--- src/rtl/dtmf_guard_pkg.sv ---
package dtmf_guard_pkg;

  // Strobes from the control FSM to the timing datapath
  typedef struct packed {
    logic clrTimer;   // zero prescaler and tick counter
    logic runTimer;   // advance prescaler by one cycle
    logic absentSel;  // select the release limit instead of the accept limit
    logic loadDigit;  // capture the incoming code
    logic clrDigit;   // clear the held code
  } guardStrobes_t;

  typedef enum logic [0:0] {
    ST_QUIET = 1'b0,
    ST_HELD  = 1'b1
  } guardState_e;

endpackage

--- src/rtl/dtmf_guard_datapath.sv ---
module dtmf_guard_datapath
  import dtmf_guard_pkg::*;
#(
  parameter int TICK_DIV      = 4096,
  parameter int PRESENT_TICKS = 31,
  parameter int ABSENT_TICKS  = 31,
  parameter int CODE_W        = 4
) (
  input  logic              clk,
  input  logic              rstN,
  input  guardStrobes_t     strobes,
  input  logic [CODE_W-1:0] digitIn,
  output logic              timerDone,
  output logic [CODE_W-1:0] digitOut
);

  localparam int MAX_TICKS = (PRESENT_TICKS > ABSENT_TICKS) ? PRESENT_TICKS : ABSENT_TICKS;
  localparam int PRE_W     = (TICK_DIV > 1) ? $clog2(TICK_DIV) : 1;
  localparam int TICK_W    = (MAX_TICKS > 1) ? $clog2(MAX_TICKS) : 1;
  localparam logic [PRE_W-1:0]  PRE_LAST     = PRE_W'(TICK_DIV - 1);
  localparam logic [TICK_W-1:0] PRESENT_LAST = TICK_W'(PRESENT_TICKS - 1);
  localparam logic [TICK_W-1:0] ABSENT_LAST  = TICK_W'(ABSENT_TICKS - 1);

  logic [PRE_W-1:0]  preCnt;
  logic [TICK_W-1:0] tickCnt;
  logic [TICK_W-1:0] tickLimit;
  logic              preLast;
  logic              tickLast;

  assign preLast   = (preCnt == PRE_LAST);
  assign tickLimit = strobes.absentSel ? ABSENT_LAST : PRESENT_LAST;
  assign tickLast  = (tickCnt == tickLimit);
  assign timerDone = preLast && tickLast;

  // Prescaler and tick counter of the guard period
  always_ff @(posedge clk) begin
    if (!rstN || strobes.clrTimer) begin
      preCnt  <= '0;
      tickCnt <= '0;
    end else if (strobes.runTimer) begin
      if (preLast) begin
        preCnt  <= '0;
        tickCnt <= tickCnt + 1'b1;
      end else begin
        preCnt <= preCnt + 1'b1;
      end
    end
  end

  // Held digit code
  always_ff @(posedge clk) begin
    if (!rstN || strobes.clrDigit) begin
      digitOut <= '0;
    end else if (strobes.loadDigit) begin
      digitOut <= digitIn;
    end
  end

  // A running timer never passes the limit of the selected phase
  p_tick_bound_r2: assert property (@(posedge clk) disable iff (!rstN)
    strobes.runTimer |-> (tickCnt <= tickLimit));

  // A cleared timer starts the next period from zero
  p_timer_restart_r3: assert property (@(posedge clk) disable iff (!rstN)
    strobes.clrTimer |=> (preCnt == '0) && (tickCnt == '0));

endmodule

--- src/rtl/dtmf_guard_control.sv ---
module dtmf_guard_control
  import dtmf_guard_pkg::*;
(
  input  logic          clk,
  input  logic          rstN,
  input  logic          powerDown,
  input  logic          earlySteer,
  input  logic          timerDone,
  output guardStrobes_t strobes,
  output logic          delaySteer
);

  guardState_e state;
  guardState_e nextState;
  logic        mismatch;

  // The timer runs while the raw flag disagrees with the validated output
  assign mismatch   = earlySteer != (state == ST_HELD);
  assign delaySteer = (state == ST_HELD);

  always_comb begin
    strobes           = '0;
    strobes.absentSel = (state == ST_HELD);
    nextState         = state;
    if (powerDown) begin
      strobes.clrTimer = 1'b1;
      strobes.clrDigit = 1'b1;
      nextState        = ST_QUIET;
    end else if (mismatch) begin
      if (timerDone) begin
        strobes.clrTimer  = 1'b1;
        strobes.loadDigit = (state == ST_QUIET);
        nextState         = (state == ST_QUIET) ? ST_HELD : ST_QUIET;
      end else begin
        strobes.runTimer = 1'b1;
      end
    end else begin
      strobes.clrTimer = 1'b1;
    end
  end

  always_ff @(posedge clk) begin
    if (!rstN) state <= ST_QUIET;
    else       state <= nextState;
  end

  p_pd_forces_low_r7: assert property (@(posedge clk) disable iff (!rstN)
    powerDown |=> !delaySteer);

  p_rise_needs_tone_r2: assert property (@(posedge clk) disable iff (!rstN)
    $rose(delaySteer) |-> ($past(earlySteer) && !$past(powerDown)));

  p_fall_needs_gap_r5: assert property (@(posedge clk) disable iff (!rstN)
    $fell(delaySteer) |-> (!$past(earlySteer) || $past(powerDown)));

  p_single_action_r6: assert property (@(posedge clk) disable iff (!rstN)
    !(strobes.runTimer && strobes.clrTimer));

endmodule

--- src/rtl/dtmf_guard_timer.sv ---
module dtmf_guard_timer
  import dtmf_guard_pkg::*;
#(
  parameter int TICK_DIV      = 4096,
  parameter int PRESENT_TICKS = 31,
  parameter int ABSENT_TICKS  = 31,
  parameter int CODE_W        = 4
) (
  input  logic              clk,
  input  logic              rstN,
  input  logic              powerDown,
  input  logic              earlySteer,
  input  logic [CODE_W-1:0] digitIn,
  output logic              delaySteer,
  output logic [CODE_W-1:0] digitOut
);

  guardStrobes_t strobes;
  logic          timerDone;

  dtmf_guard_control u_control (
    .clk        (clk),
    .rstN       (rstN),
    .powerDown  (powerDown),
    .earlySteer (earlySteer),
    .timerDone  (timerDone),
    .strobes    (strobes),
    .delaySteer (delaySteer)
  );

  dtmf_guard_datapath #(
    .TICK_DIV      (TICK_DIV),
    .PRESENT_TICKS (PRESENT_TICKS),
    .ABSENT_TICKS  (ABSENT_TICKS),
    .CODE_W        (CODE_W)
  ) u_datapath (
    .clk       (clk),
    .rstN      (rstN),
    .strobes   (strobes),
    .digitIn   (digitIn),
    .timerDone (timerDone),
    .digitOut  (digitOut)
  );

  // Held code is frozen while the output stays high
  p_digit_hold_r4: assert property (@(posedge clk) disable iff (!rstN)
    (delaySteer && $past(delaySteer)) |-> $stable(digitOut));

endmodule

--- config.mk ---
export PLATFORM = sky130hd
export DESIGN_NAME = dtmf_guard_timer
export DESIGN_NICKNAME = d
export VERILOG_FILES = /design/src/rtl/dtmf_guard_pkg.sv /design/src/rtl/dtmf_guard_datapath.sv /design/src/rtl/dtmf_guard_control.sv /design/src/rtl/dtmf_guard_timer.sv
export SDC_FILE = /design/constraint.sdc
export NUM_CORES = 1
export LEC_CHECK = 0
export CELL_PAD_IN_SITES_DETAIL_PLACEMENT = 1
export CELL_PAD_IN_SITES_GLOBAL_PLACEMENT = 1
export CORE_ASPECT_RATIO = 1.1
export CORE_UTILIZATION = 38
export CTS_BUF_LIST = sky130_fd_sc_hd__clkbuf_4
export DETAILED_ROUTE_END_ITERATION = 7
export GPL_ROUTABILITY_DRIVEN = 0
export HOLD_SLACK_MARGIN = 0.05
export PLACE_DENSITY = 0.83
export SETUP_SLACK_MARGIN = 0.02
export SLEW_MARGIN = 15
export SYNTH_ARGS = -nofsm -noshare
export SYNTH_HDL_FRONTEND = slang
export SYNTH_SLANG_ARGS = --single-unit
--- constraint.sdc ---
create_clock -name clk -period 1.4 [get_ports clk]
set_input_delay 0.21 -clock clk [delete_from_list [all_inputs] [get_ports clk]]
set_output_delay 0.21 -clock clk [all_outputs]
set_load 0.05 [all_outputs]
# After elaboration in Yosys (flattened, before gate mapping)
# Cells that the tools add are included.
[word_totals] ff_bits=22 in_bits=8 output_inout_bits=5 elab_cells=30
[classes] n_addsub=2 n_eq_ne=3 muxes=12 n_bitwise=2 n_reduce_logical=7
[op_table] cell="12-bit by 1-bit adder with 12-bit output, second input constant" n=1
[op_table] cell="12-bit equality test, second input constant" n=1
[op_table] cell="12-bit 2-to-1 mux" n=1
[op_table] cell="1-bit 2-to-1 mux" n=11
[op_table] cell="5-bit by 1-bit adder with 5-bit output, second input constant" n=1
[op_table] cell="5-bit equality test, second input constant" n=1
[op_table] cell="2-bit AND reduction" n=2
[op_table] cell="1-bit logical OR" n=2
[op_table] cell="1-bit inverter" n=2
[op_table] cell="2-bit OR reduction" n=1
[op_table] cell="1-bit logical AND" n=1
[op_table] cell="1-bit zero test" n=1
[op_table] cell="1-bit inequality test" n=1

# Depth between registers and ports, before layout
[depth] word_depth=6 mapped_depth=6 depth_no_buf=6

# Modules after synthesis
# From an unflattened synthesis, not the netlist that was laid out.
[unflattened] cells_unflattened=116 hier_area_um2=1057.3
[by_module_without_submodules] mod="dtmf_guard_datapath" n_inst=1 cells_per_inst=107 area_each_um2=972.2 seq_area_each_um2=420.4
[by_module_without_submodules] mod="dtmf_guard_control" n_inst=1 cells_per_inst=9 area_each_um2=85.1 seq_area_each_um2=20.0

# Worst setup path before layout
# OpenSTA, ideal clock, no wires.
[synth_timing] path_kind="register to register" from="reg u_datapath.preCnt[0]" to="reg u_datapath.tickCnt[1]" setup_time_ns=0.086 arrival_time_ns=1.377 required_ns=1.314 setup_slack_ns=-0.063 stages_incl_launch_ff=7 path_buffers=1 period_less_slack_ns=1.463 path_cell_list="dfxtp_1 > ha_1 > and3_1 > buf_6 > nand4_1 > nand2_1 > a211oi_1"
[synth_via] elab_chain_len=6 word_cells_on_any_way=10 cone_classes="1 x eq/ne; 6 x mux; 3 x reduce/logical"
[synth_lines] element="start: declaration" line_no="dtmf_guard_datapath.sv:24" text="logic [PRE_W-1:0] preCnt;"
[synth_lines] element="start signal: assignment" line_no="dtmf_guard_datapath.sv:45" text="preCnt <= preCnt + 1'b1;"
[synth_lines] element="12-bit equality test (*)" line_no="dtmf_guard_datapath.sv:30" text="assign preLast = (preCnt == PRE_LAST);"
[synth_lines] element="1-bit logical AND" line_no="dtmf_guard_datapath.sv:33" text="assign timerDone = preLast && tickLast;"
[synth_lines] element="1-bit 2-to-1 mux" line_no="dtmf_guard_control.sv:30" text="if (timerDone) begin"
[synth_lines] element="1-bit 2-to-1 mux" line_no="dtmf_guard_control.sv:29" text="end else if (mismatch) begin"
[synth_lines] element="1-bit 2-to-1 mux" line_no="dtmf_guard_control.sv:25" text="if (powerDown) begin"
[synth_lines] element="2-bit AND reduction (no line) or 1-bit logical OR (tied branches)"
[synth_lines] element="end signal: assignment" line_no="dtmf_guard_datapath.sv:43" text="tickCnt <= tickCnt + 1'b1;"
[synth_lines] element="end: declaration" line_no="dtmf_guard_datapath.sv:25" text="logic [TICK_W-1:0] tickCnt;"
# Every way passes the cells marked *; elsewhere a longest branch is shown, timed or not.
# A chain may end at the register's enable or synchronous reset.

# Worst setup path after layout
[layout_timing] from="reg u_datapath.tickCnt[0]" to="reg u_datapath.digitOut[0]"
[layout_via] elab_chain_len=5
[layout_lines] element="5-bit equality test" line_no="dtmf_guard_datapath.sv:32" text="assign tickLast = (tickCnt == tickLimit);"
[layout_lines] element="1-bit logical AND" line_no="dtmf_guard_datapath.sv:33"
[layout_lines] element="1-bit 2-to-1 mux" line_no="dtmf_guard_control.sv:30"
[layout_lines] element="1-bit 2-to-1 mux" line_no="dtmf_guard_control.sv:29"
[layout_lines] element="1-bit 2-to-1 mux" line_no="dtmf_guard_control.sv:25"
[layout_lines] element="end signal: assignment" line_no="dtmf_guard_datapath.sv:55" text="digitOut <= digitIn;"
[layout_lines] element="end: declaration" line_no="dtmf_guard_datapath.sv:14" text="output logic [CODE_W-1:0] digitOut"
# No other way between the ends.

==> metrics.md <==
| Metric | Value |
|---|---|
| Status | `complete, no violations` |
| Cell area after synthesis | `1000 µm²` |
| Critical path class | `reg -> reg` |
| H-tree levels | `1` |
| Die area | `2850 µm²` |
| Final Setup Violations | `0` |
| Startpoint class of the critical path | `flip-flop` |
| LEAKAGE | `0.456 nW` |
| Critical Path End Type | `flip-flop` |
| Count of standard-cell rows | `19` |
| Overall routing resource usage | `0.219` |
| Final instance area | `1450 µm²` |
| Ant diodes | `0` |
| Starting density of the core | `0.402` |
| Post-synthesis sequential area ratio | `0.439` |
| Reg power frac | `0.641` |
| Unrepaired setup endpoints after global routing | `true` |
| Headroom to the max-slew limit | `0.758` |
| Switching Power | `0.223 mW` |
| I/O pins | `13` |
| Vias in the first global route | `991` |
| Final Hold Viols | `0` |
| Total of max-cap violations | `0` |
| Residual DRC | `0` |
| Yosys reg bits | `22` |
| Placed cell area | `1280 µm²` |
| Cell area power density | `671 nW/µm²` |
| Avg Inst Size Synth | `8.96 µm²` |
| GR peak layer | `met2` |
| Layout cells sized above 1 | `0.414` |
| Setup tns final | `0 ns` |
| Unique masters post-synth | `26` |
| Worst path bufs/invs | `2` |
| First-pass GRT wire length | `4.46 mm` |
| Met3 Use GR | `0.0273` |
| Vias | `920` |
| Placed Cells | `162` |
| Final Max Slew Viols | `0` |
| DPL Wire Length | `2.05 mm` |
| DRT iter0 DRCs | `3` |
| Worst-margin pin slew | `0.362 ns` |
| Overall routed net length | `2.90 mm` |
| Die Y | `55.9 µm` |
| Post-synth EDFFs | `0` |
| Async S/R FF share, synth | `0` |
| VDD IR max | `0.000586 V` |
| Antenna violations before repair | `0` |
| Tcrit/Tclk final | `0.977` |
| Tmin final | `1.37 ns` |
| Internal Power | `0.753 mW` |
| TritonCTS Buffers | `3` |
| Skew final | `0.000806 ns` |
| Root Buffer | `clkbuf_4` |
| Final ANT Viol Nets | `0` |
| Max FO, Critical Path | `5` |
| Port-buffer cells | `12` |
| GR Util met1 | `0.229` |
| CTS Sinks | `22` |
| Slowest stage delay, CP | `0.34 ns` |
| WP data arrival | `1.59 ns` |
| Fmax achieved | `731 MHz` |
| Clock buffer depth | `2` |
| Top FF cell, synth | `dfxtp_1` |
| Post-Syn Nets | `123` |
| CTS tree | `yes` |
| Post-route insts no fill | `171` |
| Later-pin clock latency in the skew report | `0.32 ns` |
| Avg WL per Cell | `16.9 µm` |
| Worst path cell trace | `inv_2 > ha_4 > and4_4 > nand4_1 > buf_6 > o21ai_2 > a21oi_2` |
| Family with the most delay on the worst path | `simple AND/OR/NAND/NOR gates` |
| Largest net degree at the start of global routing | `12` |
| Vias/cell | `5.38` |
| Sw Share | `0.229` |
| Hold_ws | `0.454 ns` |
| NumNets Final | `153` |
| Die Wd | `51.0 µm` |
| Grt met2 use | `0.408` |
| Ys Warns | `0` |
| Clock power frac | `0.306` |
| Worst min path class | `in -> reg` |
| Clock transition at path regs | `0.12 ns` |
| Mapped Cells | `112` |
| DR pass1 iterations | `3` |
| Comb power frac | `0.053` |
| Global route overflow | `0` |
| Required @ worst endpoint | `1.62 ns` |
| Core footprint | `2500 µm²` |
| Slowest-stage cell, CP | `dfxtp_2` |
| Area growth syn-to-layout | `44.9%` |
## stage by stage
stage	power [mW]	utilization	setup WS (ns)
after global placement	0.687	0.515	-0.0406
after global routing	1.01	0.582	-0.0309
final	0.976	0.582	0.0321
after detailed placement	0.689	0.515	-0.181
after CTS	0.977	0.548	0.0149
after floorplan	0.658	-	0.0555
## worst min-delay path: cells and delay by family
| family | cells | cell delay (ns) |
|---|---|---|
| AOI/OAI and AO/OA | 1 | 0.06 |
| buffers and inverters | 1 | 0.40 |
| and+or+nand+nor | 1 | 0.07 |
## per-layer routing
| layer | vias up | routed length [µm] |
|---|---|---|
| met5 | - | 0 |
| met2 | 14 | 1640 |
| met1 | 448 | 1140 |
| li1 | 453 | - |
| met4 | 0 | 70 |
| met3 | 5 | 47 |
## power groups by stage
stage / registers (mW) / logic [mW] / clock network, mW
finish: 0.626 / 0.0520 / 0.298
global route: 0.626 / 0.0557 / 0.328
CTS: 0.627 / 0.0493 / 0.301
detailed placement: 0.644 / 0.0453 / 0
global placement: 0.644 / 0.0431 / 0
floorplan: 0.643 / 0.0142 / 0
## synthesized netlist by cell type, types with 2 or more instances
master,instances,share of area
dfxtp_1,22,0.44
ha_1,3,0.037
nand3_1,10,0.050
nor2_1,15,0.056
and4_4,2,0.022
and3_2,2,0.015
xnor2_1,10,0.087
a21oi_1,7,0.035
nand2_1,5,0.019
nand4_1,5,0.031
nand2b_1,2,0.012
xor2_1,3,0.026
o21ai_0,5,0.025
nor3_1,5,0.025
nor4_1,2,0.012
inv_1,4,0.015
## registers in the layout, summed over array words and instances, names as in the netlist
| name | count |
|---|---|
| u_control.delaySteer | 1 |
| u_datapath.digitOut | 4 |
| u_datapath.preCnt | 12 |
| u_datapath.tickCnt | 5 |
## final timing paths
path | start | end | slack (ns) | cells after the start
max reg2reg | u_datapath.tickCnt[0] | u_datapath.digitOut[0] | 0.03 | 7
min reg2reg | u_datapath.digitOut[3] | u_datapath.digitOut[3] | 0.51 | 2
max | u_datapath.tickCnt[0] | u_datapath.digitOut[0] | 0.03 | 7
min | digitIn[3] | u_datapath.digitOut[3] | 0.45 | 3
## layout make-up
type | instances | area, µm²
Multi-Input combinational cell | 85 | 642
Sequential cell | 22 | 457
Timing Repair Buffer | 26 | 279
Inverter | 4 | 15.0
Tap cell | 31 | 38.8
Fill cell | 282 | 1040
Clock buffer | 3 | 22.5
## timing repair
item / 4_1_cts / 5_1_grt
hold buffers: 0 / 0
resized for setup: 19 / 14
endpoints found under the setup margin: 8 / 10
pin swaps: 4 / 5
cloned: 0 / 0
buffers inserted: 3 / 3
## placed cells by master, fill, tap and decap left out, types with 2 or more instances in the layout
master           netlist  routed
nor2_1                15      15
ha_4                   0       2
a21oi_2                1       4
nor3_1                 5       4
xor2_1                 3       3
buf_12                 0       5
nand2b_1               2       2
inv_1                  4       3
nand2_1                5       3
o21ai_2                0       3
and4_4                 2       4
nand4_1                5       5
dfxtp_2                0       7
a21oi_1                7       4
nor4_2                 0       2
buf_4                  0      13
dfxtp_4                0       2
and3_2                 2       2
dfxtp_1               22      13
nand3_1               10      10
clkdlybuf4s50_1        0       7
xnor2_1               10      10
clkbuf_4               0       3
## cells by family (layout without fill, tap and decap cells)
kind of cell,count (synthesis),in the layout,synth area share
xor gates and xnor gates,13,13,0.113
DFF,22,22,0.439
AOI/OAI and AO/OA,14,14,0.0761
and+or+nand+nor,55,55,0.308
buffers and inverters,5,33,0.0262
adders and majority gates,3,3,0.0374
(Power assumes the default switching activity.)
